<file path="src/rtl/nic_regs_pkg.sv">
// Shared constants for the paged NIC register file: register indices
// (page*16 + offset), command bit positions and status bit positions.
package nic_regs_pkg;
    localparam int ADDR_W = 4;
    localparam int DATA_W = 8;
    localparam int PAGE_W = 2;
    localparam int IDX_W  = ADDR_W + PAGE_W;
    localparam int CNT_W  = 2 * DATA_W;

    localparam logic [DATA_W-1:0] CMD_RESET = 8'h01;
    localparam logic [DATA_W-1:0] TX_OK_STS = 8'h01;
    localparam logic [DATA_W-1:0] ID_BYTE0  = 8'h50;
    localparam logic [DATA_W-1:0] ID_BYTE1  = 8'h43;

    // command bits
    localparam int CB_STOP = 0;
    localparam int CB_XMIT = 2;
    localparam int CB_RRD  = 3;
    localparam int CB_RWR  = 4;

    // interrupt status bits
    localparam int IB_TXOK = 1;
    localparam int IB_RDC  = 6;
    localparam int IB_RST  = 7;

    // register indices
    localparam logic [IDX_W-1:0] IX_RSTART = 6'h01;
    localparam logic [IDX_W-1:0] IX_RSTOP  = 6'h02;
    localparam logic [IDX_W-1:0] IX_BNDY   = 6'h03;
    localparam logic [IDX_W-1:0] IX_TXPG   = 6'h04;
    localparam logic [IDX_W-1:0] IX_TXCLO  = 6'h05;
    localparam logic [IDX_W-1:0] IX_TXCHI  = 6'h06;
    localparam logic [IDX_W-1:0] IX_ISTAT  = 6'h07;
    localparam logic [IDX_W-1:0] IX_RADLO  = 6'h08;
    localparam logic [IDX_W-1:0] IX_RADHI  = 6'h09;
    localparam logic [IDX_W-1:0] IX_RCLO   = 6'h0A;
    localparam logic [IDX_W-1:0] IX_RCHI   = 6'h0B;
    localparam logic [IDX_W-1:0] IX_RXCFG  = 6'h0C;
    localparam logic [IDX_W-1:0] IX_DCFG   = 6'h0E;
    localparam logic [IDX_W-1:0] IX_IMASK  = 6'h0F;
    localparam logic [IDX_W-1:0] IX_CURPG  = 6'h17;
    localparam logic [IDX_W-1:0] IX_P2STA  = 6'h21;
    localparam logic [IDX_W-1:0] IX_P2STP  = 6'h22;
    localparam int STA_BASE = 'h11;
    localparam int MC_BASE  = 'h18;

    typedef enum logic [PAGE_W-1:0] {PG_0, PG_1, PG_2, PG_3} page_e;
endpackage

</file>
<file path="src/rtl/nic_cmd_ctrl.sv">
// Command register and transmit handshake.
// Assumes one host write per cycle. Bit 2 of the command is a pending
// flag: it is set only by an accepted start and cleared only by tx_done.
module nic_cmd_ctrl
    import nic_regs_pkg::*;
(
    input  logic              clk,
    input  logic              rst_n,
    input  logic              wr_cmd,
    input  logic [DATA_W-1:0] wdata,
    input  logic              rcnt_zero,
    input  logic              tx_done,
    output logic [DATA_W-1:0] cmd_q,
    output logic [DATA_W-1:0] tsr_q,
    output logic              tx_start,
    output logic              rst_clr_evt,
    output logic              rdc_evt,
    output logic              tx_ok_evt
);
    logic run_wr;
    logic start_ok;

    // Decode the events caused by a command write or a completion.
    always_comb begin
        run_wr      = wr_cmd && !wdata[CB_STOP];
        start_ok    = run_wr && wdata[CB_XMIT] && !cmd_q[CB_XMIT];
        rst_clr_evt = run_wr;
        rdc_evt     = run_wr && (wdata[CB_RRD] || wdata[CB_RWR]) && rcnt_zero;
        tx_ok_evt   = tx_done && cmd_q[CB_XMIT];
    end

    // Hold the command byte, the pending flag and the transmit status.
    always_ff @(posedge clk) begin
        if (!rst_n) begin
            cmd_q    <= CMD_RESET;
            tsr_q    <= '0;
            tx_start <= 1'b0;
        end else begin
            tx_start <= start_ok;
            if (wr_cmd) begin
                cmd_q[DATA_W-1:CB_XMIT+1] <= wdata[DATA_W-1:CB_XMIT+1];
                cmd_q[CB_XMIT-1:0]        <= wdata[CB_XMIT-1:0];
            end
            if (start_ok) begin
                cmd_q[CB_XMIT] <= 1'b1;
            end else if (tx_ok_evt) begin
                cmd_q[CB_XMIT] <= 1'b0;
                tsr_q          <= TX_OK_STS;
            end
        end
    end
endmodule

</file>
<file path="src/rtl/nic_irq_unit.sv">
// Interrupt status and mask registers and the level interrupt output.
// Status bits 6:0 are write-one-to-clear. Bit 7 is the reset flag, which
// is cleared only by a run command and never reaches the output.
module nic_irq_unit
    import nic_regs_pkg::*;
(
    input  logic              clk,
    input  logic              rst_n,
    input  logic              wr_isr,
    input  logic              wr_imr,
    input  logic [DATA_W-1:0] wdata,
    input  logic [DATA_W-1:0] set_vec,
    input  logic              clr_rst,
    output logic [DATA_W-1:0] isr_q,
    output logic              irq
);
    logic [DATA_W-1:0] imr_q;
    logic [DATA_W-1:0] clr_vec;

    // Build the clear mask from host writes and the reset-flag clear.
    always_comb begin
        clr_vec = '0;
        if (wr_isr) clr_vec[IB_RST-1:0] = wdata[IB_RST-1:0];
        if (clr_rst) clr_vec[IB_RST] = 1'b1;
    end

    // Update status (set events win over clears) and the mask.
    always_ff @(posedge clk) begin
        if (!rst_n) begin
            isr_q <= 8'h80;
            imr_q <= '0;
        end else begin
            isr_q <= (isr_q & ~clr_vec) | set_vec;
            if (wr_imr) imr_q <= wdata;
        end
    end

    assign irq = |(isr_q[IB_RST-1:0] & imr_q[IB_RST-1:0]);
endmodule

</file>
<file path="src/rtl/nic_cfg_regs.sv">
// Writable setup registers for the datapath: ring pointers, transmit
// and remote DMA fields, config bytes, station address and multicast
// filter. wr_en must already exclude offset 0 and page 3.
module nic_cfg_regs
    import nic_regs_pkg::*;
#(
    parameter int MEM_END_PG = 128,
    parameter int N_STA      = 6,
    parameter int N_MC       = 8
) (
    input  logic                        clk,
    input  logic                        rst_n,
    input  logic                        wr_en,
    input  logic [IDX_W-1:0]            idx,
    input  logic [DATA_W-1:0]           wdata,
    output logic [DATA_W-1:0]           start_pg,
    output logic [DATA_W-1:0]           stop_pg,
    output logic [DATA_W-1:0]           bnd_pg,
    output logic [DATA_W-1:0]           cur_pg,
    output logic [DATA_W-1:0]           tx_pg,
    output logic [CNT_W-1:0]            tx_cnt,
    output logic [CNT_W-1:0]            rmt_addr,
    output logic [CNT_W-1:0]            rmt_cnt,
    output logic [DATA_W-1:0]           rx_cfg,
    output logic [DATA_W-1:0]           dat_cfg,
    output logic [N_STA-1:0][DATA_W-1:0] sta,
    output logic [N_MC-1:0][DATA_W-1:0]  mc
);
    logic incl_ok;
    logic excl_ok;

    // Page range checks: inclusive for start/stop, exclusive otherwise.
    always_comb begin
        incl_ok = int'(wdata) <= MEM_END_PG;
        excl_ok = int'(wdata) <  MEM_END_PG;
    end

    // Scalar and split 16-bit setup registers.
    always_ff @(posedge clk) begin
        if (!rst_n) begin
            start_pg <= '0; stop_pg <= '0; bnd_pg <= '0; cur_pg <= '0;
            tx_pg    <= '0; tx_cnt  <= '0; rmt_addr <= '0; rmt_cnt <= '0;
            rx_cfg   <= '0; dat_cfg <= '0;
        end else if (wr_en) begin
            case (idx)
                IX_RSTART: if (incl_ok) start_pg <= wdata;
                IX_RSTOP:  if (incl_ok) stop_pg  <= wdata;
                IX_BNDY:   if (excl_ok) bnd_pg   <= wdata;
                IX_CURPG:  if (excl_ok) cur_pg   <= wdata;
                IX_TXPG:   tx_pg <= wdata;
                IX_TXCLO:  tx_cnt[DATA_W-1:0]       <= wdata;
                IX_TXCHI:  tx_cnt[CNT_W-1:DATA_W]   <= wdata;
                IX_RADLO:  rmt_addr[DATA_W-1:0]     <= wdata;
                IX_RADHI:  rmt_addr[CNT_W-1:DATA_W] <= wdata;
                IX_RCLO:   rmt_cnt[DATA_W-1:0]      <= wdata;
                IX_RCHI:   rmt_cnt[CNT_W-1:DATA_W]  <= wdata;
                IX_RXCFG:  rx_cfg  <= wdata;
                IX_DCFG:   dat_cfg <= wdata;
                default: ;
            endcase
        end
    end

    logic [DATA_W-1:0] sta_r [N_STA];
    logic [DATA_W-1:0] mc_r  [N_MC];

    for (genvar g = 0; g < N_STA; g++) begin : g_sta
        localparam logic [IDX_W-1:0] MY_IX = IDX_W'(STA_BASE + g);
        // One station address byte.
        always_ff @(posedge clk) begin
            if (!rst_n) sta_r[g] <= '0;
            else if (wr_en && idx == MY_IX) sta_r[g] <= wdata;
        end
        assign sta[g] = sta_r[g];
    end

    for (genvar g = 0; g < N_MC; g++) begin : g_mc
        localparam logic [IDX_W-1:0] MY_IX = IDX_W'(MC_BASE + g);
        // One multicast filter byte.
        always_ff @(posedge clk) begin
            if (!rst_n) mc_r[g] <= '0;
            else if (wr_en && idx == MY_IX) mc_r[g] <= wdata;
        end
        assign mc[g] = mc_r[g];
    end
endmodule

</file>
<file path="src/rtl/nic_read_mux.sv">
// Combinational read-back selection by register index. Locations with
// no readable register return zero.
module nic_read_mux
    import nic_regs_pkg::*;
#(
    parameter int N_STA = 6,
    parameter int N_MC  = 8
) (
    input  logic [IDX_W-1:0]             idx,
    input  logic                         is_cmd,
    input  logic [DATA_W-1:0]            cmd_q,
    input  logic [DATA_W-1:0]            tsr_q,
    input  logic [DATA_W-1:0]            isr_q,
    input  logic [DATA_W-1:0]            start_pg,
    input  logic [DATA_W-1:0]            stop_pg,
    input  logic [DATA_W-1:0]            bnd_pg,
    input  logic [DATA_W-1:0]            cur_pg,
    input  logic [CNT_W-1:0]             rmt_addr,
    input  logic [N_STA-1:0][DATA_W-1:0] sta,
    input  logic [N_MC-1:0][DATA_W-1:0]  mc,
    output logic [DATA_W-1:0]            rdata
);
    // Select the readable register at the current index.
    always_comb begin
        rdata = '0;
        case (idx)
            IX_BNDY:  rdata = bnd_pg;
            IX_TXPG:  rdata = tsr_q;
            IX_ISTAT: rdata = isr_q;
            IX_RADLO: rdata = rmt_addr[DATA_W-1:0];
            IX_RADHI: rdata = rmt_addr[CNT_W-1:DATA_W];
            IX_RCLO:  rdata = ID_BYTE0;
            IX_RCHI:  rdata = ID_BYTE1;
            IX_CURPG: rdata = cur_pg;
            IX_P2STA: rdata = start_pg;
            IX_P2STP: rdata = stop_pg;
            default: ;
        endcase
        for (int i = 0; i < N_STA; i++)
            if (idx == IDX_W'(STA_BASE + i)) rdata = sta[i];
        for (int i = 0; i < N_MC; i++)
            if (idx == IDX_W'(MC_BASE + i)) rdata = mc[i];
        if (is_cmd) rdata = cmd_q;
    end
endmodule

</file>
<file path="src/rtl/nic_regfile.sv">
// Top of the paged NIC register file. Forms the page-qualified index,
// steers writes to the command, interrupt and setup submodules, and
// returns read data. Assumes a single-cycle write strobe.
module nic_regfile
    import nic_regs_pkg::*;
#(
    parameter int MEM_END_PG = 128,
    parameter int N_STA      = 6,
    parameter int N_MC       = 8
) (
    input  logic                       clk,
    input  logic                       rst_n,
    input  logic [ADDR_W-1:0]          addr,
    input  logic [DATA_W-1:0]          wdata,
    input  logic                       wr_en,
    output logic [DATA_W-1:0]          rdata,
    output logic                       irq,
    output logic                       tx_start,
    input  logic                       tx_done,
    output logic [DATA_W-1:0]          ring_start_pg,
    output logic [DATA_W-1:0]          ring_stop_pg,
    output logic [DATA_W-1:0]          ring_bnd_pg,
    output logic [DATA_W-1:0]          ring_cur_pg,
    output logic [DATA_W-1:0]          tx_page,
    output logic [CNT_W-1:0]           tx_count,
    output logic [CNT_W-1:0]           rmt_addr,
    output logic [CNT_W-1:0]           rmt_count,
    output logic [DATA_W-1:0]          rx_cfg,
    output logic [DATA_W-1:0]          data_cfg,
    output logic [N_STA*DATA_W-1:0]    station_addr,
    output logic [N_MC*DATA_W-1:0]     mcast_filter
);
    logic [DATA_W-1:0] cmd_q, tsr_q, isr_q, set_vec;
    logic [IDX_W-1:0]  idx;
    page_e             page;
    logic              is_cmd, wr_cmd, wr_reg;
    logic              rst_clr_evt, rdc_evt, tx_ok_evt;
    logic [N_STA-1:0][DATA_W-1:0] sta;
    logic [N_MC-1:0][DATA_W-1:0]  mc;

    // Decode page, index and write targets.
    always_comb begin
        page    = page_e'(cmd_q[DATA_W-1:DATA_W-PAGE_W]);
        idx     = {cmd_q[DATA_W-1:DATA_W-PAGE_W], addr};
        is_cmd  = addr == '0;
        wr_cmd  = wr_en && is_cmd;
        wr_reg  = wr_en && !is_cmd && page != PG_3;
        set_vec = '0;
        set_vec[IB_RDC]  = rdc_evt;
        set_vec[IB_TXOK] = tx_ok_evt;
    end

    nic_cmd_ctrl u_cmd (
        .clk(clk), .rst_n(rst_n), .wr_cmd(wr_cmd), .wdata(wdata),
        .rcnt_zero(rmt_count == '0), .tx_done(tx_done),
        .cmd_q(cmd_q), .tsr_q(tsr_q), .tx_start(tx_start),
        .rst_clr_evt(rst_clr_evt), .rdc_evt(rdc_evt), .tx_ok_evt(tx_ok_evt)
    );

    nic_irq_unit u_irq (
        .clk(clk), .rst_n(rst_n),
        .wr_isr(wr_reg && idx == IX_ISTAT), .wr_imr(wr_reg && idx == IX_IMASK),
        .wdata(wdata), .set_vec(set_vec), .clr_rst(rst_clr_evt),
        .isr_q(isr_q), .irq(irq)
    );

    nic_cfg_regs #(.MEM_END_PG(MEM_END_PG), .N_STA(N_STA), .N_MC(N_MC)) u_cfg (
        .clk(clk), .rst_n(rst_n), .wr_en(wr_reg), .idx(idx), .wdata(wdata),
        .start_pg(ring_start_pg), .stop_pg(ring_stop_pg), .bnd_pg(ring_bnd_pg),
        .cur_pg(ring_cur_pg), .tx_pg(tx_page), .tx_cnt(tx_count),
        .rmt_addr(rmt_addr), .rmt_cnt(rmt_count), .rx_cfg(rx_cfg),
        .dat_cfg(data_cfg), .sta(sta), .mc(mc)
    );

    nic_read_mux #(.N_STA(N_STA), .N_MC(N_MC)) u_rd (
        .idx(idx), .is_cmd(is_cmd), .cmd_q(cmd_q), .tsr_q(tsr_q),
        .isr_q(isr_q), .start_pg(ring_start_pg), .stop_pg(ring_stop_pg),
        .bnd_pg(ring_bnd_pg), .cur_pg(ring_cur_pg), .rmt_addr(rmt_addr),
        .sta(sta), .mc(mc), .rdata(rdata)
    );

    assign station_addr = sta;
    assign mcast_filter = mc;
endmodule

</file>
<file path="config.mk">
export PLATFORM = sky130hd
export DESIGN_NAME = nic_regfile
export DESIGN_NICKNAME = d
export VERILOG_FILES = /design/src/rtl/nic_regs_pkg.sv /design/src/rtl/nic_cmd_ctrl.sv /design/src/rtl/nic_irq_unit.sv /design/src/rtl/nic_cfg_regs.sv /design/src/rtl/nic_read_mux.sv /design/src/rtl/nic_regfile.sv
export SDC_FILE = /design/constraint.sdc
export NUM_CORES = 1
export LEC_CHECK = 0
export ABC_AREA = 1
export BUFFER_PORTS_ARGS = -buffer_cell sky130_fd_sc_hd__buf_2
export CORE_ASPECT_RATIO = 1.5
export CORE_UTILIZATION = 50
export CTS_BUF_LIST = sky130_fd_sc_hd__clkbuf_4 sky130_fd_sc_hd__clkbuf_8
export DETAILED_ROUTE_END_ITERATION = 8
export HOLD_SLACK_MARGIN = 0.15
export PLACE_DENSITY = 0.83
export SLEW_MARGIN = 20
export SYNTH_ARGS = -nofsm -noshare
export SYNTH_HDL_FRONTEND = slang
export SYNTH_SLANG_ARGS = --single-unit
</file>
<file path="constraint.sdc">
create_clock -name clk -period 3.32 [get_ports clk]
set_clock_uncertainty 0.2 [all_clocks]
set_input_delay 0.664 -clock clk [delete_from_list [all_inputs] [get_ports clk]]
set_output_delay 0.664 -clock clk [all_outputs]
set_load 0.02 [all_outputs]
</file>
==> flow_metrics.tcl, run 1 <==
set metrics [dict create \
    r2r.worst_path.cells 9 \
    synth_warnings 0 \
    die_height_um 176 \
    number_of_sinks_handled_by_clock_tree_synthesis 241 \
    vdd_ir_drop_max_mv 0.258 \
    synthDominantCellAreaShare_pct 33.2 \
    dieWidth_um 118 \
    final_setup_viols 8 \
    critPathRequiredTime_ns 2.46 \
    power.combinational.fraction_pct 8.5 \
    grt_max_degree 61 \
    via_count_of_the_first_global_routing_pass 9616 \
    number_of_enable_type_register_cells_in_the_synthesized_netlist 112 \
    synth_area_per_cell_um2 8.69 \
    critical_path.startpoint_type "flop" \
    ioPinCount 242 \
    synthArstFlopShare_pct 0 \
    area_delta_synth_final_pct 28.5 \
    cts_buffer_depth 3 \
    transition_time_at_the_pin_with_the_least_slew_margin_ns 1.22 \
    via_count 9954 \
    critical_path.max_fanout 7 \
    ctsRootBufferMaster "sky130_fd_sc_hd__clkbuf_8" \
    worstReg2RegStart "u_cmd.cmd_q[6]$_SDFFE_PN0P_" \
    timing.critical_path.slowest_stage_cell "sky130_fd_sc_hd__dfxtp_4" \
    worst-r2r-setup-slack_ns 0.62 \
    wl_um 35500 \
    status "finished with violations" \
    gr-usage-met2_pct 58.3 \
    cts_inserted_buffers 34 \
    core_area_mm2 0.0198 \
    critPathLaunch "u_cmd.cmd_q[6]$_SDFFE_PN0P_" \
    cts.clk_slew.worst_paths_ns 0.07 \
    ys.flop_type "sky130_fd_sc_hd__dfxtp_1" \
    grt_overflow_total 0 \
    rsz0062_at_grt "yes" \
    clock_latency_ns 0.51 \
    ctsHtreeMaxLevel 2 \
    worst_path_class_setup "reg -> out" \
    dpl.cell_count 1669 \
    grt_first_pass_wirelength_um 53200 \
    antenna_cells_inserted 0 \
    overall_power_after_layout_mw 6.11 \
    timing.max_cap.violations 0 \
    power.share.switching_pct 24.9 \
    final.min_clock_period_ns 3.42 \
    final_min_period_over_clock_period_pct 103 \
    grt_use_met1_pct 38.3 \
    final.setup.tns_ns -0.422 \
    port_buffers 241 \
    fin_hold_ws_ns 0.245 \
    fin_ws_ns -0.0983 \
    grtUsageMet3_pct 4.07 \
    end_kind "output pin" \
    power_report.internal_total_mw 4.59 \
    mappedNetlistNets 1180 \
    initial_core_util_pct 51.1 \
    detail_route.first_pass.iterations 5 \
    p_seq_share_pct 53.0 \
    power_leakage_nw 5.87 \
    layout.cell_area.non_filler_mm2 0.0130 \
    timing.critical_path.arrival_ns 2.55 \
    dp.final_hpwl_um 25300 \
    seq_total_area_yosys_pct 58.8 \
    track_usage_pct 33.6 \
    clock_power_share_pct 38.6 \
    detailedRoute.firstIterationViolations 1057 \
    netlist_area_mm2 0.0101 \
    crit_chain "nor2_4 -> inv_2 -> buf_6 -> nor2_4 -> nand2_2 -> nand2_2 -> nor2_2 -> nand3_2 -> nor2_2 -> nand3_1 -> nand2_2 -> nand3_2 -> nand2_2 -> nand4_1 -> nor2_1 -> nand4_1 -> buf_4" \
    max_freq_mhz 293 \
    violations "setup timing" \
    share_of_layout_cells_above_drive_strength_1_pct 32.6 \
    synthDominantAreaCellType "sky130_fd_sc_hd__edfxtp_1" \
    yosys-top-cells-area "sky130_fd_sc_hd__edfxtp_1, sky130_fd_sc_hd__dfxtp_1, sky130_fd_sc_hd__nor2_1" \
    antenna_found_initial 0 \
    crit_path_frequent_cell "sky130_fd_sc_hd__nand2_2" \
    fin_util_pct 65.7 \
    timing.final.max_slew_violations 0 \
    finish.cell_count_without_fillers 1737 \
    cts-hold-fix-buffers 0 \
    slew_headroom_pct 17.8 \
    yosys_register_bits 241 \
    route.antenna.remaining_nets 0 \
    tritoncts "yes" \
    worst_r2r_endpoint "u_cfg.mc_r[1][13]$_SDFFCE_PN0P_" \
    dpl_cell_area_mm2 0.0119 \
    timing.critical_path.slowest_cell_delay_ns 0.40 \
    replace_congestion 1.01 \
    endpoint "rdata[6]" \
    floorplan.die_area_mm2 0.0208 \
    finalHoldViolCount 0 \
    synth.distinct_cells 32 \
    via_per_inst 5.73 \
    worst_slack_after_detailed_placement_ns -0.291 \
    post_synth_inst_count 1164 \
    drt-wirelength-per-cell_um 20.5 \
    holdCritPathClass "in -> reg" \
    detail_route.drc_violations 0 \
    nets 1471 \
    powerDensity_mw_per_mm2 469 \
    row_count 63 \
    power_switching_mw 1.52 \
    grt.busiest_layer "met2" \
]
## worst max-delay path: cells and delay by family, from the launching register on
family	cells	cell delay [ns]
buf+inv	3	0.38
flops	1	0.40
simple gates	14	1.27
## cells in the mapped netlist (12+ instances only)
cell type and number:
sky130_fd_sc_hd__nor2_2 12, sky130_fd_sc_hd__o21ai_0 123, sky130_fd_sc_hd__nand2_1 196, sky130_fd_sc_hd__edfxtp_1 112, sky130_fd_sc_hd__nand3_1 56, sky130_fd_sc_hd__inv_1 59, sky130_fd_sc_hd__clkbuf_1 41, sky130_fd_sc_hd__dfxtp_1 129
sky130_fd_sc_hd__nand4_1 26, sky130_fd_sc_hd__buf_2 16, sky130_fd_sc_hd__nor2_1 206, sky130_fd_sc_hd__a21oi_1 119
## metal layers
layer  vias up  wire (um)
met5         -          0
met4         0       2510
met3       167       2810
met2       649      18000
met1      4627      12300
li1       4511          -
## how the worst min path moves through the flow
stage	startpoint	end	slack, ns	cells after the start
2_1_floorplan	u_irq.isr_q[7]$_SDFF_PN1_	u_irq.isr_q[7]$_SDFF_PN1_	0.22	2
3_3_place_gp	u_irq.isr_q[7]$_SDFF_PN1_	u_irq.isr_q[7]$_SDFF_PN1_	0.24	2
3_5_place_dp	u_irq.isr_q[7]$_SDFF_PN1_	u_irq.isr_q[7]$_SDFF_PN1_	0.24	2
5_1_grt	wdata[2]	u_cmd.tx_start$_SDFF_PN0_	0.26	3
4_1_cts	wdata[2]	u_cmd.cmd_q[2]$_SDFFE_PN0P_	0.22	3
6_report	wdata[2]	u_cmd.cmd_q[2]$_SDFFE_PN0P_	0.25	3
## layout make-up
class	count	area [um2]
Clock inverter	6	31.3
Inverter	71	278
Fill cell	1591	6780
Tap cell	260	325
Sequential cell	241	5950
Multi-Input combinational cell	790	3860
Clock buffer	52	659
Timing Repair Buffer	317	1900
## power groups by stage
| stage | Combinational, mW | Clock (mW) | Sequential (mW) |
|---|---|---|---|
| 6_report | 0.516 | 2.35 | 3.23 |
| 2_1_floorplan | 0.180 | 0 | 3.37 |
| 4_1_cts | 0.502 | 2.37 | 3.23 |
| 3_3_place_gp | 0.465 | 0 | 3.30 |
| 5_1_grt | 0.543 | 2.47 | 3.24 |
| 3_5_place_dp | 0.472 | 0 | 3.30 |
## registers in the layout (all words and copies together), names as in the netlist
register	flops
u_cfg.bnd_pg	8
u_cfg.cur_pg	8
u_cfg.dat_cfg	8
u_cfg.mc_r	64
u_cfg.rmt_addr	16
u_cfg.rmt_cnt	16
u_cfg.rx_cfg	8
u_cfg.sta_r	48
u_cfg.start_pg	8
u_cfg.stop_pg	8
u_cfg.tx_cnt	16
u_cfg.tx_pg	8
u_cmd.cmd_q	8
u_cmd.tsr_q	1
u_cmd.tx_start	1
u_irq.imr_q	7
u_irq.isr_q	8
## logic make-up (layout without fill, tap and decap cells)
kind of cell | Yosys count | count (layout) | share of synthesized area (%)
AO/OA/AOI/OAI | 257 | 257 | 13.1
buffers and inverters | 133 | 446 | 5.39
flip-flops | 241 | 241 | 58.8
AND/OR/NAND/NOR | 533 | 533 | 22.7
## cells in the final DEF (no fill, tap or decap), types with 14 or more instances in the layout
cell / Yosys / final
sky130_fd_sc_hd__nand2_2: 1 / 20
sky130_fd_sc_hd__nand4_1: 26 / 26
sky130_fd_sc_hd__nor2_4: 4 / 14
sky130_fd_sc_hd__inv_1: 59 / 51
sky130_fd_sc_hd__nand2_1: 196 / 175
sky130_fd_sc_hd__dfxtp_1: 129 / 127
sky130_fd_sc_hd__buf_2: 16 / 231
sky130_fd_sc_hd__edfxtp_1: 112 / 112
sky130_fd_sc_hd__nor2_2: 12 / 24
sky130_fd_sc_hd__o21ai_0: 123 / 119
sky130_fd_sc_hd__buf_4: 3 / 70
sky130_fd_sc_hd__a21oi_1: 119 / 119
sky130_fd_sc_hd__inv_2: 10 / 14
sky130_fd_sc_hd__nand3_1: 56 / 48
sky130_fd_sc_hd__nor2_1: 206 / 184
sky130_fd_sc_hd__clkbuf_8: 0 / 43
## timing repair
item	4_1_cts	5_1_grt
buffers inserted	11	1
pin swaps	37	31
gates cloned	1	0
gates resized for setup	80	25
setup endpoints to repair	8	8
Power figures use the tool's default switching activity.
==> run 2, diff against run 1 <==
--- a/config.mk
+++ b/config.mk
@@ -8,11 +8,11 @@
 export ABC_AREA = 1
 export BUFFER_PORTS_ARGS = -buffer_cell sky130_fd_sc_hd__buf_2
 export CORE_ASPECT_RATIO = 1.5
-export CORE_UTILIZATION = 50
+export CORE_UTILIZATION = 45
 export CTS_BUF_LIST = sky130_fd_sc_hd__clkbuf_4 sky130_fd_sc_hd__clkbuf_8
 export DETAILED_ROUTE_END_ITERATION = 8
 export HOLD_SLACK_MARGIN = 0.15
-export PLACE_DENSITY = 0.83
+export PLACE_DENSITY = 0.77
 export SLEW_MARGIN = 20
 export SYNTH_ARGS = -nofsm -noshare
 export SYNTH_HDL_FRONTEND = slang
==> run 2 against run 1 <==
Compared with the run above: the run still ends with setup timing left; global-route usage down 4.2 points; register-to-register slack gained 0.06 ns; combinational power increased by 1%; setup slack worse by 0.15 ns; sequential cell count did not move; first-iteration DRC count is 14% lower; largest cell class unchanged.
==> flow_metrics.tcl, run 2 (same netlist as run 1, synthesis figures left out) <==
set metrics [dict create \
    max_freq_mhz 280 \
    dp.final_hpwl_um 24800 \
    grt_max_degree 65 \
    via_count 9751 \
    holdCritPathClass "in -> reg" \
    drt-wirelength-per-cell_um 19.9 \
    initial_core_util_pct 46.2 \
    detail_route.first_pass.iterations 5 \
    final.min_clock_period_ns 3.57 \
    core_area_mm2 0.0219 \
    final_setup_viols 8 \
    finalHoldViolCount 0 \
    antenna_found_initial 1 \
    worst-path-stages 17 \
    reg.largest.list "u_cfg.mc_r x64, u_cfg.sta_r x48" \
    timing.critical_path.slowest_cell_delay_ns 0.33 \
    powerDensity_mw_per_mm2 480 \
    cts_buffer_depth 3 \
    wl_um 35000 \
    overall_power_after_layout_mw 6.29 \
    nets 1472 \
    end_kind "output pin" \
    vdd_ir_drop_max_mv 0.341 \
    ctsHtreeMaxLevel 2 \
    clock_latency_ns 0.54 \
    timing.max_cap.violations 0 \
    number_of_sinks_handled_by_clock_tree_synthesis 241 \
    detail_route.drc_violations 0 \
    tritoncts "yes" \
    route.antenna.remaining_nets 0 \
    slew_headroom_pct 21.5 \
    hold_path_depth 4 \
    violations "setup timing" \
    dpl.cell_count 1682 \
    rsz0062_at_grt "yes" \
    port_buffers 241 \
    commonest_non_fill_non_tap_cells_in_the_layout "sky130_fd_sc_hd__buf_2, sky130_fd_sc_hd__nor2_1, sky130_fd_sc_hd__nand2_1" \
    final.setup.tns_ns -1.31 \
    row_count 66 \
    dieWidth_um 124 \
    critical_path.max_fanout 6 \
    critPathRequiredTime_ns 2.46 \
    floorplan.die_area_mm2 0.0231 \
    share_of_layout_cells_above_drive_strength_1_pct 33.3 \
    worst_slack_after_detailed_placement_ns -0.321 \
    ioPinCount 242 \
    worst_path_class_setup "reg -> out" \
    die_height_um 186 \
    timing.critical_path.arrival_ns 2.70 \
    area_delta_synth_final_pct 29.6 \
    replace_congestion 0.964 \
    largest_reg_flops 64 \
    status "finished with violations" \
    power_leakage_nw 5.89 \
    timing.final.max_slew_violations 0 \
    fin_ws_ns -0.247 \
    antenna_cells_inserted 0 \
    largest-register "u_cfg.mc_r" \
    detailedRoute.firstIterationViolations 906 \
    track_usage_pct 29.4 \
    via_count_of_the_first_global_routing_pass 9412 \
    fin_hold_ws_ns 0.242 \
    finish.cell_count_without_fillers 1757 \
    crit_chain "buf_6 -> nor2_4 -> nand3_2 -> inv_2 -> nand2_1 -> nand2_1 -> nor2_2 -> nand3_2 -> nor2_2 -> nand4_1 -> nand2_2 -> nand4_1 -> nor2_1 -> nand4_1 -> nand2_2 -> nand2_2 -> buf_6" \
    total_of_fill_cells_in_the_finished_design 1889 \
    crit_family "simple AND/OR/NAND/NOR gates" \
    via_per_inst 5.55 \
    grt_overflow_total 0 \
    critical_path_buf_inv_count 3 \
    cts.clk_slew.worst_paths_ns 0.06 \
    final_common_cell "sky130_fd_sc_hd__buf_2" \
    final_min_period_over_clock_period_pct 107 \
    ctsRootBufferMaster "sky130_fd_sc_hd__clkbuf_8" \
    timing.critical_path.slowest_stage_cell "sky130_fd_sc_hd__dfxtp_2" \
    r2r.worst_path.cells 10 \
    transition_time_at_the_pin_with_the_least_slew_margin_ns 1.17 \
    worst-r2r-setup-slack_ns 0.68 \
    cts-hold-fix-buffers 0 \
    grt_first_pass_wirelength_um 52000 \
    cts_inserted_buffers 37 \
    critical_path.startpoint_type "flop" \
]
run 2: cell count changes in the layout (fill, tap and decap cells not counted), sizes merged:
cell / change
clkbuf: +7
buf: -2
inv: +2
clkinvlp: +1
run 2: through the flow:
stage / utilization, % / cell area, um2
finish: 59.9 / 13100
global route: 59.9 / 13100
CTS: 59.3 / 13000
detailed placement: 54.5 / 11900
global placement: 54.5 / 11900
floorplan: - / 10100
run 2: repair_timing:
action	4_1_cts	5_1_grt
pin swaps	43	26
setup buffers	9	0
endpoints found under the setup margin	8	8
gates resized for setup	73	41
run 2: area by class of cell:
type / count / area (um2) / area share, %
flip-flops and latches: 241 / 5950 / 45.4
multi-input cells: 790 / 3920 / 29.9
repair buffers: 315 / 1860 / 14.2
clock buffers: 59 / 712 / 5.43
well taps: 272 / 340 / 2.60
inverters: 71 / 278 / 2.12
clock inverters: 9 / 53.8 / 0.410
run 2: layer usage:
layer | GRT usage [%] | wire, um
met5 | 0 | 0
met4 | 19.6 | 2190
met3 | 5.89 | 2910
met2 | 49.8 | 16900
met1 | 33.8 | 13000
run 2: report_power, final:
part	leakage, nW	total, mW	switching [mW]	internal, mW
Combinational	3.28	0.522	0.377	0.145
Clock	0.405	2.54	1.16	1.37
Sequential	2.20	3.23	0.0563	3.18
Total	5.89	6.29	1.60	4.69
run 2: final timing paths:
path                                from                      endpoint
max          u_cmd.cmd_q[7]$_SDFFE_PN0P_                      rdata[1]
max reg2reg  u_cmd.cmd_q[7]$_SDFFE_PN0P_  u_cfg.rx_cfg[0]$_SDFFE_PN0P_
min reg2reg    u_irq.isr_q[7]$_SDFF_PN1_     u_irq.isr_q[7]$_SDFF_PN1_
min                              tx_done   u_cmd.cmd_q[2]$_SDFFE_PN0P_
run 2: worst register-to-register path: cells and delay by family (launching register included):
kind	cells	cell delay [ns]
flip-flops	1	0.32
AND/OR/NAND/NOR	3	1.07
AO/OA/AOI/OAI	2	0.36
buffers and inverters	5	0.61
